File: config.mk
export PLATFORM = sky130hd
export DESIGN_NAME = pport_ecr
export DESIGN_NICKNAME = d
export VERILOG_FILES = /design/src/rtl/pport_ecr.sv
export SDC_FILE = /design/constraint.sdc
export NUM_CORES = 1
export LEC_CHECK = 0
export BUFFER_PORTS_ARGS = -buffer_cell sky130_fd_sc_hd__buf_4
export CORE_AREA = 2 2 45 47
export DETAILED_ROUTE_END_ITERATION = 16
export DIE_AREA = 0 0 47 49
export GPL_TIMING_DRIVEN = 0
export PLACE_DENSITY = 0.76
export SLEW_MARGIN = 40
export SYNTH_ARGS = -nofsm -noshare
export SYNTH_HDL_FRONTEND = slang
export SYNTH_SLANG_ARGS = --single-unit
export TNS_END_PERCENT = 50
File: constraint.sdc
create_clock -name clk -period 2.96 [get_ports clk]
set_input_delay 0.592 -clock clk [delete_from_list [all_inputs] [get_ports clk]]
set_output_delay 0.592 -clock clk [all_outputs]
set_load 0.02 [all_outputs]
File: src/rtl/pport_ecr.sv
module pport_ecr #(
  parameter int DEPTH  = 16,
  parameter int THRESH = 8,
  localparam int CW    = $clog2(DEPTH + 1)
) (
  input  logic          clk,
  input  logic          rst_n,
  input  logic          wr_en,
  input  logic [7:0]    wr_data,
  output logic [7:0]    rd_data,
  input  logic          dir_ctl,
  output logic          dir_eff,
  input  logic          fifo_push,
  input  logic          fifo_pop,
  output logic [CW-1:0] fifo_level,
  input  logic          fault_n,
  input  logic          dma_tc,
  output logic          irq,
  output logic          dma_req,
  output logic          dma_req_oe
);

  localparam logic [CW-1:0] FULL_C = CW'(DEPTH);
  localparam logic [CW-1:0] THR_C  = CW'(THRESH);

  logic [2:0]    mode;
  logic          err_dis, dma_en, svc, irq_q, err_q;
  logic [CW-1:0] cnt;

  wire fifo_mode = (mode == 3'b010) || (mode == 3'b011) || (mode == 3'b110);
  wire basic_now = (mode[2:1] == 2'b00);
  wire basic_wr  = (wr_data[7:6] == 2'b00);
  wire is_full   = (cnt == FULL_C);
  wire is_empty  = (cnt == '0);
  wire do_push   = fifo_push && !is_full;
  wire do_pop    = fifo_pop && !is_empty;

  assign dir_eff = (mode == 3'b000 || mode == 3'b010) ? 1'b0 : dir_ctl;

  wire [CW-1:0] free_cnt = FULL_C - cnt;
  wire lvl_cond = dir_eff ? (cnt >= THR_C) : (free_cnt >= THR_C);
  wire svc_cond = dma_en ? dma_tc : lvl_cond;
  wire svc_fire = fifo_mode && !svc && svc_cond;
  wire err_cond = (mode == 3'b011) && !err_dis && !fault_n;
  wire err_fire = err_cond && !err_q;

  always_ff @(posedge clk) begin
    if (!rst_n) begin
      mode    <= 3'b100;
      err_dis <= 1'b1;
      dma_en  <= 1'b0;
      svc     <= 1'b1;
    end else begin
      if (wr_en) begin
        if (basic_now || basic_wr) mode <= wr_data[7:5];
        err_dis <= wr_data[4];
        dma_en  <= wr_data[3];
      end
      if (svc_fire)   svc <= 1'b1;
      else if (wr_en) svc <= wr_data[2];
    end
  end

  always_ff @(posedge clk) begin
    if (!rst_n) begin
      cnt <= '0;
    end else if (do_push && !do_pop) begin
      cnt <= cnt + 1'b1;
    end else if (do_pop && !do_push) begin
      cnt <= cnt - 1'b1;
    end
  end

  always_ff @(posedge clk) begin
    if (!rst_n) begin
      irq_q <= 1'b0;
      err_q <= 1'b0;
    end else begin
      irq_q <= svc_fire || err_fire;
      err_q <= err_cond;
    end
  end

  wire empty_flag = fifo_mode ? is_empty : 1'b1;
  wire full_flag  = fifo_mode ? is_full  : 1'b0;

  assign rd_data    = {mode, err_dis, dma_en, svc, full_flag, empty_flag};
  assign fifo_level = cnt;
  assign irq        = irq_q;
  assign dma_req_oe = dma_en;
  assign dma_req    = dma_en && !svc && fifo_mode && (dir_eff ? !is_empty : !is_full);


  count_bound_chk: assert property (@(posedge clk) disable iff (!rst_n)
    (is_full && fifo_push && !fifo_pop) |=> (fifo_level == FULL_C));


  mode_lock_chk: assert property (@(posedge clk) disable iff (!rst_n)
    (wr_en && !basic_now && !basic_wr) |=> $stable(rd_data[7:5]));


  svc_set_chk: assert property (@(posedge clk) disable iff (!rst_n)
    svc_fire |=> (rd_data[2] && irq));


  dma_oe_chk: assert property (@(posedge clk) disable iff (!rst_n)
    dma_req |-> (dma_req_oe && !rd_data[2]));


  empty_force_chk: assert property (@(posedge clk) disable iff (!rst_n)
    !fifo_mode |-> rd_data[0]);

endmodule

-- Word-level counts from Yosys, hierarchy flattened
Cells that the tools add are included.
- muxes and demuxes: 8
- eq/ne operators: 4
- bitwise operators: 1
- magnitude comparators: 2
- add/subtract/negate cells: 3
- reduce and logical (&&, ||, !) cells: 32
- operators with widths (operator ; count):
    logical AND 1 bit ; 12
    greater-or-equal comparator 5 x 4 -> 1 bit (second input constant) ; 2
    two-way mux 5 bit ; 2
    zero test 1 bit ; 8
    == test 3 x 2 -> 1 bit (second input constant) ; 2
    two-way mux 1 bit ; 6
    adder 5 x 1 -> 5 bit (second input constant) ; 1
    == test 5 bit (second input constant) ; 1
    zero test 5 bit ; 1
    logical OR 1 bit ; 5
    subtractor 5 x 1 -> 5 bit (second input constant) ; 1
    subtractor 5 bit (first input constant) ; 1
    zero test 2 bit ; 2
    == test 3 bit (second input constant) ; 1
    zero test 3 bit ; 1
    AND reduction 2 bit ; 1
    nonzero test 2 bit ; 1
    OR reduction 2 bit ; 1
    inverter 1 bit ; 1
- input bits: 16
- register bits after elaboration: 13
- logic and storage cells: 57

-- Longest topological paths before layout
- depth in word-level cells: 7
- mapped depth: 10
- depth with buffers taken out: 10

-- Worst setup path after synthesis
No wires, ideal clock.
- path type: register to register
- start: register cnt[0] (netlist: fifo_level[0])
- end: register cnt[4] (netlist: fifo_level[4])
- setup time: 0.072 ns
- path slack: 0.588 ns
- buffers on the path: 0
- cell stages (with the launch flop): 11
- period minus slack after synthesis: 2.372 ns
- data required time: 2.888 ns
- data arrival time: 2.301 ns
- cells stage by stage: dfxtp_1 -> nor4_1 -> ha_1 -> nand2b_1 -> ha_1 -> inv_1 -> ha_1 -> a21oi_1 -> a211oi_1 -> a31oi_1 -> mux2i_1
- longest elaborated chain between the ends: 6
- ends and longest elaborated chain (what ; RTL line ; source):
    from (decl) ; 28 ; logic [CW-1:0] cnt;
    from (signal assigned) ; 68 ; cnt <= cnt + 1'b1;
    from (signal assigned) ; 70 ; cnt <= cnt - 1'b1;
    parallel branches: the longest is 6 deep, another holds subtractor 5 x 1 -> 5 bit ; n/a ;
Parallel ways; which one is timed is not known. The select of a mux whose other input is x is not followed.
A chain may end at the register's enable or synchronous reset.

-- Worst setup path in the final report
Same ends and word-level chain as after synthesis.

==> out/summary.txt <==
status -> finished clean
Die Wd -> 47 µm
Core Area -> 1840 µm²
final setup fails -> 0
vias post-DR -> 774
reg2reg start -> fifo_level[0]
Synth area leader -> dfxtp_1
H-tree depth -> 1
crit-path most repeated cell -> ha_1
MaxCap Viol Count -> 0
dpl cell area -> 1080 µm²
final period utilization -> 89.2%
worst endpoint required time -> 3.17 ns
dpl hpwl -> 1400 µm
Clock Latency Late Sink -> 0.28 ns
highest clock rate -> 379 MHz
layout cells sized above 1 -> 34.9%
Initial Util -> 44.8%
ANT cells -> 0
CTS clock-pin slew for the worst setup and hold paths -> 0.08 ns
Worst-Margin Slew -> 0.404 ns
unrepaired setup endpoints after global routing -> no
Yosys top cell area share -> 31.6%
sequential area share after synthesis -> 31.6%
worst vdd ir -> 0.000531 V
CP Capture Type -> register
Die H -> 49 µm
Static Leak -> 0.000522 µW
Mapped Nets -> 120
Post-Route Skew -> 0.00145 ns
Flop pwr share -> 29.7%
Congestion Overflow GR -> 0
clock network power share -> 11.5%
Synth Area per Inst -> 8.59 µm²
P_sw -> 414 µW
Crit. Startpoint -> fifo_level[0]
io pins -> 33
Max stage delay on crit path -> 0.44 ns
total global-route track usage -> 17.3%
Antenna Nets Post-Route -> 0
ranking of synthesized cells by area -> dfxtp_1 (32%), ha_1 (11%), mux2i_1 (8.5%)
Syn Inst Count -> 96
library cells used by synthesis -> 34
WS Path Type -> reg -> reg
switching part of the total -> 44.2%
worst reg2reg path depth -> 10
min Tclk post-route -> 2.64 ns
worst hold-check path type -> in -> reg
number of buffers created by CTS -> 3
CP Launch Type -> register
P_int -> 522 µW
1st-iter DRT viols -> 16
drt drc -> 0
post-synthesis cell area -> 825 µm²
combinational power share -> 58.9%
Fin Setup TNS -> 0 ns
CP endpoint -> fifo_level[4]
CP Max Fanout -> 7
# hold bufs at CTS -> 0
Max Slew Vio Count -> 0
reg2reg setup slack -> 0.32 ns
power per cell area -> 849 nW/µm²
max_slew headroom -> 72.8%
Critical Path AT -> 2.85 ns
Post-synth ARST share -> 0%
postcts setup bufs -> 0
Synth Register Bits -> 13
vias in the first global route -> 696
Top FF cell, synth -> dfxtp_1
Clock Tree Buf Depth -> 2
CTS-repair resized insts -> 0
Post-synth EDFFs -> 0
worst r2r dst -> fifo_level[4]
final hold vios -> 0
synth warn -> 0
total power -> 936 µW
commonest non-fill, non-tap cell in the layout -> buf_4
# rows -> 16
largest net degree at the start of global routing -> 10
Die ar. -> 2300 µm²
RePlAce Congestion -> 0.828
Critical-path top delay cell -> nor4_1
Total Wirelength -> 1760 µm
Final WS setup -> 0.321 ns
Design Area, Final -> 1100 µm²
CTS tree -> done
Via-to-Cell Ratio -> 4.96
Root Buffer -> clkbuf_4
nets@finish -> 154
first-pass GRT wire length -> 2970 µm
PortBufs -> 29
Post-Place Cells -> 152
most frequent cells in the layout -> buf_4 (34), dfxtp_1 (13), nor2_1 (12)
antenna violations before repair -> 0
# clock sinks -> 13
pre-CTS setup slack -> 0.347 ns
Non-Filler Instances -> 156
DR pass1 iterations -> 4
P&R area growth vs syn -> 33.8%
CP Cell Sequence -> nor4_1 -> ha_1 -> nand2b_1 -> ha_1 -> inv_1 -> ha_1 -> a21oi_1 -> a211oi_1 -> a31oi_1 -> mux2i_1
routed length per instance -> 11.3 µm
-- power by group through the flow --
stage                     Clock [µW]  Combinational, µW  Sequential, µW
after floorplan                    0                377             309
after global placement             0                542             278
after detailed placement           0                554             282
after CTS                        110                555             278
after global routing             119                630             288
final                            108                551             278
-- registers in the layout (all words and copies together) (netlist names) --
name and flops:
fifo_level 5, err_q 1, err_dis 1, svc 1, irq 1, dma_req_oe 1
mode 3
-- cell families (layout without fill, tap and decap cells) --
family	Yosys count	in the layout	synth area share, %
compound gates	16	16	13.4
xor+xnor	3	3	3.19
fa+ha+maj	8	8	13.0
buf+inv	14	47	8.80
flops	13	13	31.6
mux	7	7	8.50
simple gates	35	35	21.6
-- how the worst min path moves through the flow --
stage	start	end	slack, ns	depth (start not counted)
6_report	fault_n	err_q	0.47	2
5_1_grt	fault_n	err_q	0.47	2
4_1_cts	fault_n	err_q	0.47	2
3_5_place_dp	err_dis	err_dis	0.49	2
3_3_place_gp	fifo_level[4]	fifo_level[4]	0.48	2
2_1_floorplan	err_dis	err_dis	0.46	2
-- layer usage --
metal | GRT usage [%] | vias to the layer above | share of wire, %
met5 | 0 | - | 0
met4 | 5.56 | 0 | 0
met3 | 4.44 | 0 | 3.9
met2 | 27.9 | 19 | 51
met1 | 21.9 | 360 | 45
li1 | - | 395 | -
-- cells in the mapped netlist, drive strengths merged (2+ instances only) --
cell,n
a21oi,6
a31oi,2
buf,6
dfxtp,13
ha,7
inv,6
mux2i,7
nand2,7
nand3,5
nor2,12
nor3,2
o21ai,2
o31ai,2
xor2,2
-- per-stage QoR --
stage,hold slack [ns],util (%)
2_1_floorplan,0.465,-
3_3_place_gp,0.482,58.4
3_5_place_dp,0.494,58.4
4_1_cts,0.468,59.9
5_1_grt,0.465,59.9
6_report,0.473,59.9
-- final cells by class --
type / count / area, µm²
multi-input cells: 69 / 492
repair buffers: 29 / 218
inverters: 7 / 26.3
flip-flops and latches: 13 / 260
plain buffers: 7 / 46.3
fillers: 179 / 738
clock inverters: 1 / 5.00
well taps: 27 / 33.8
clock buffers: 3 / 22.5
-- worst max-delay path: cells and delay by family (launching register included) --
kind / cells / cell delay, ns
AO/OA/AOI/OAI: 3 / 0.49
flip-flops: 1 / 0.40
AND/OR/NAND/NOR: 2 / 0.55
adder cells (fa/ha/maj): 3 / 0.80
multiplexers: 1 / 0.21
buffers and inverters: 1 / 0.13
Note: power is estimated with default switching activity, not from simulation.
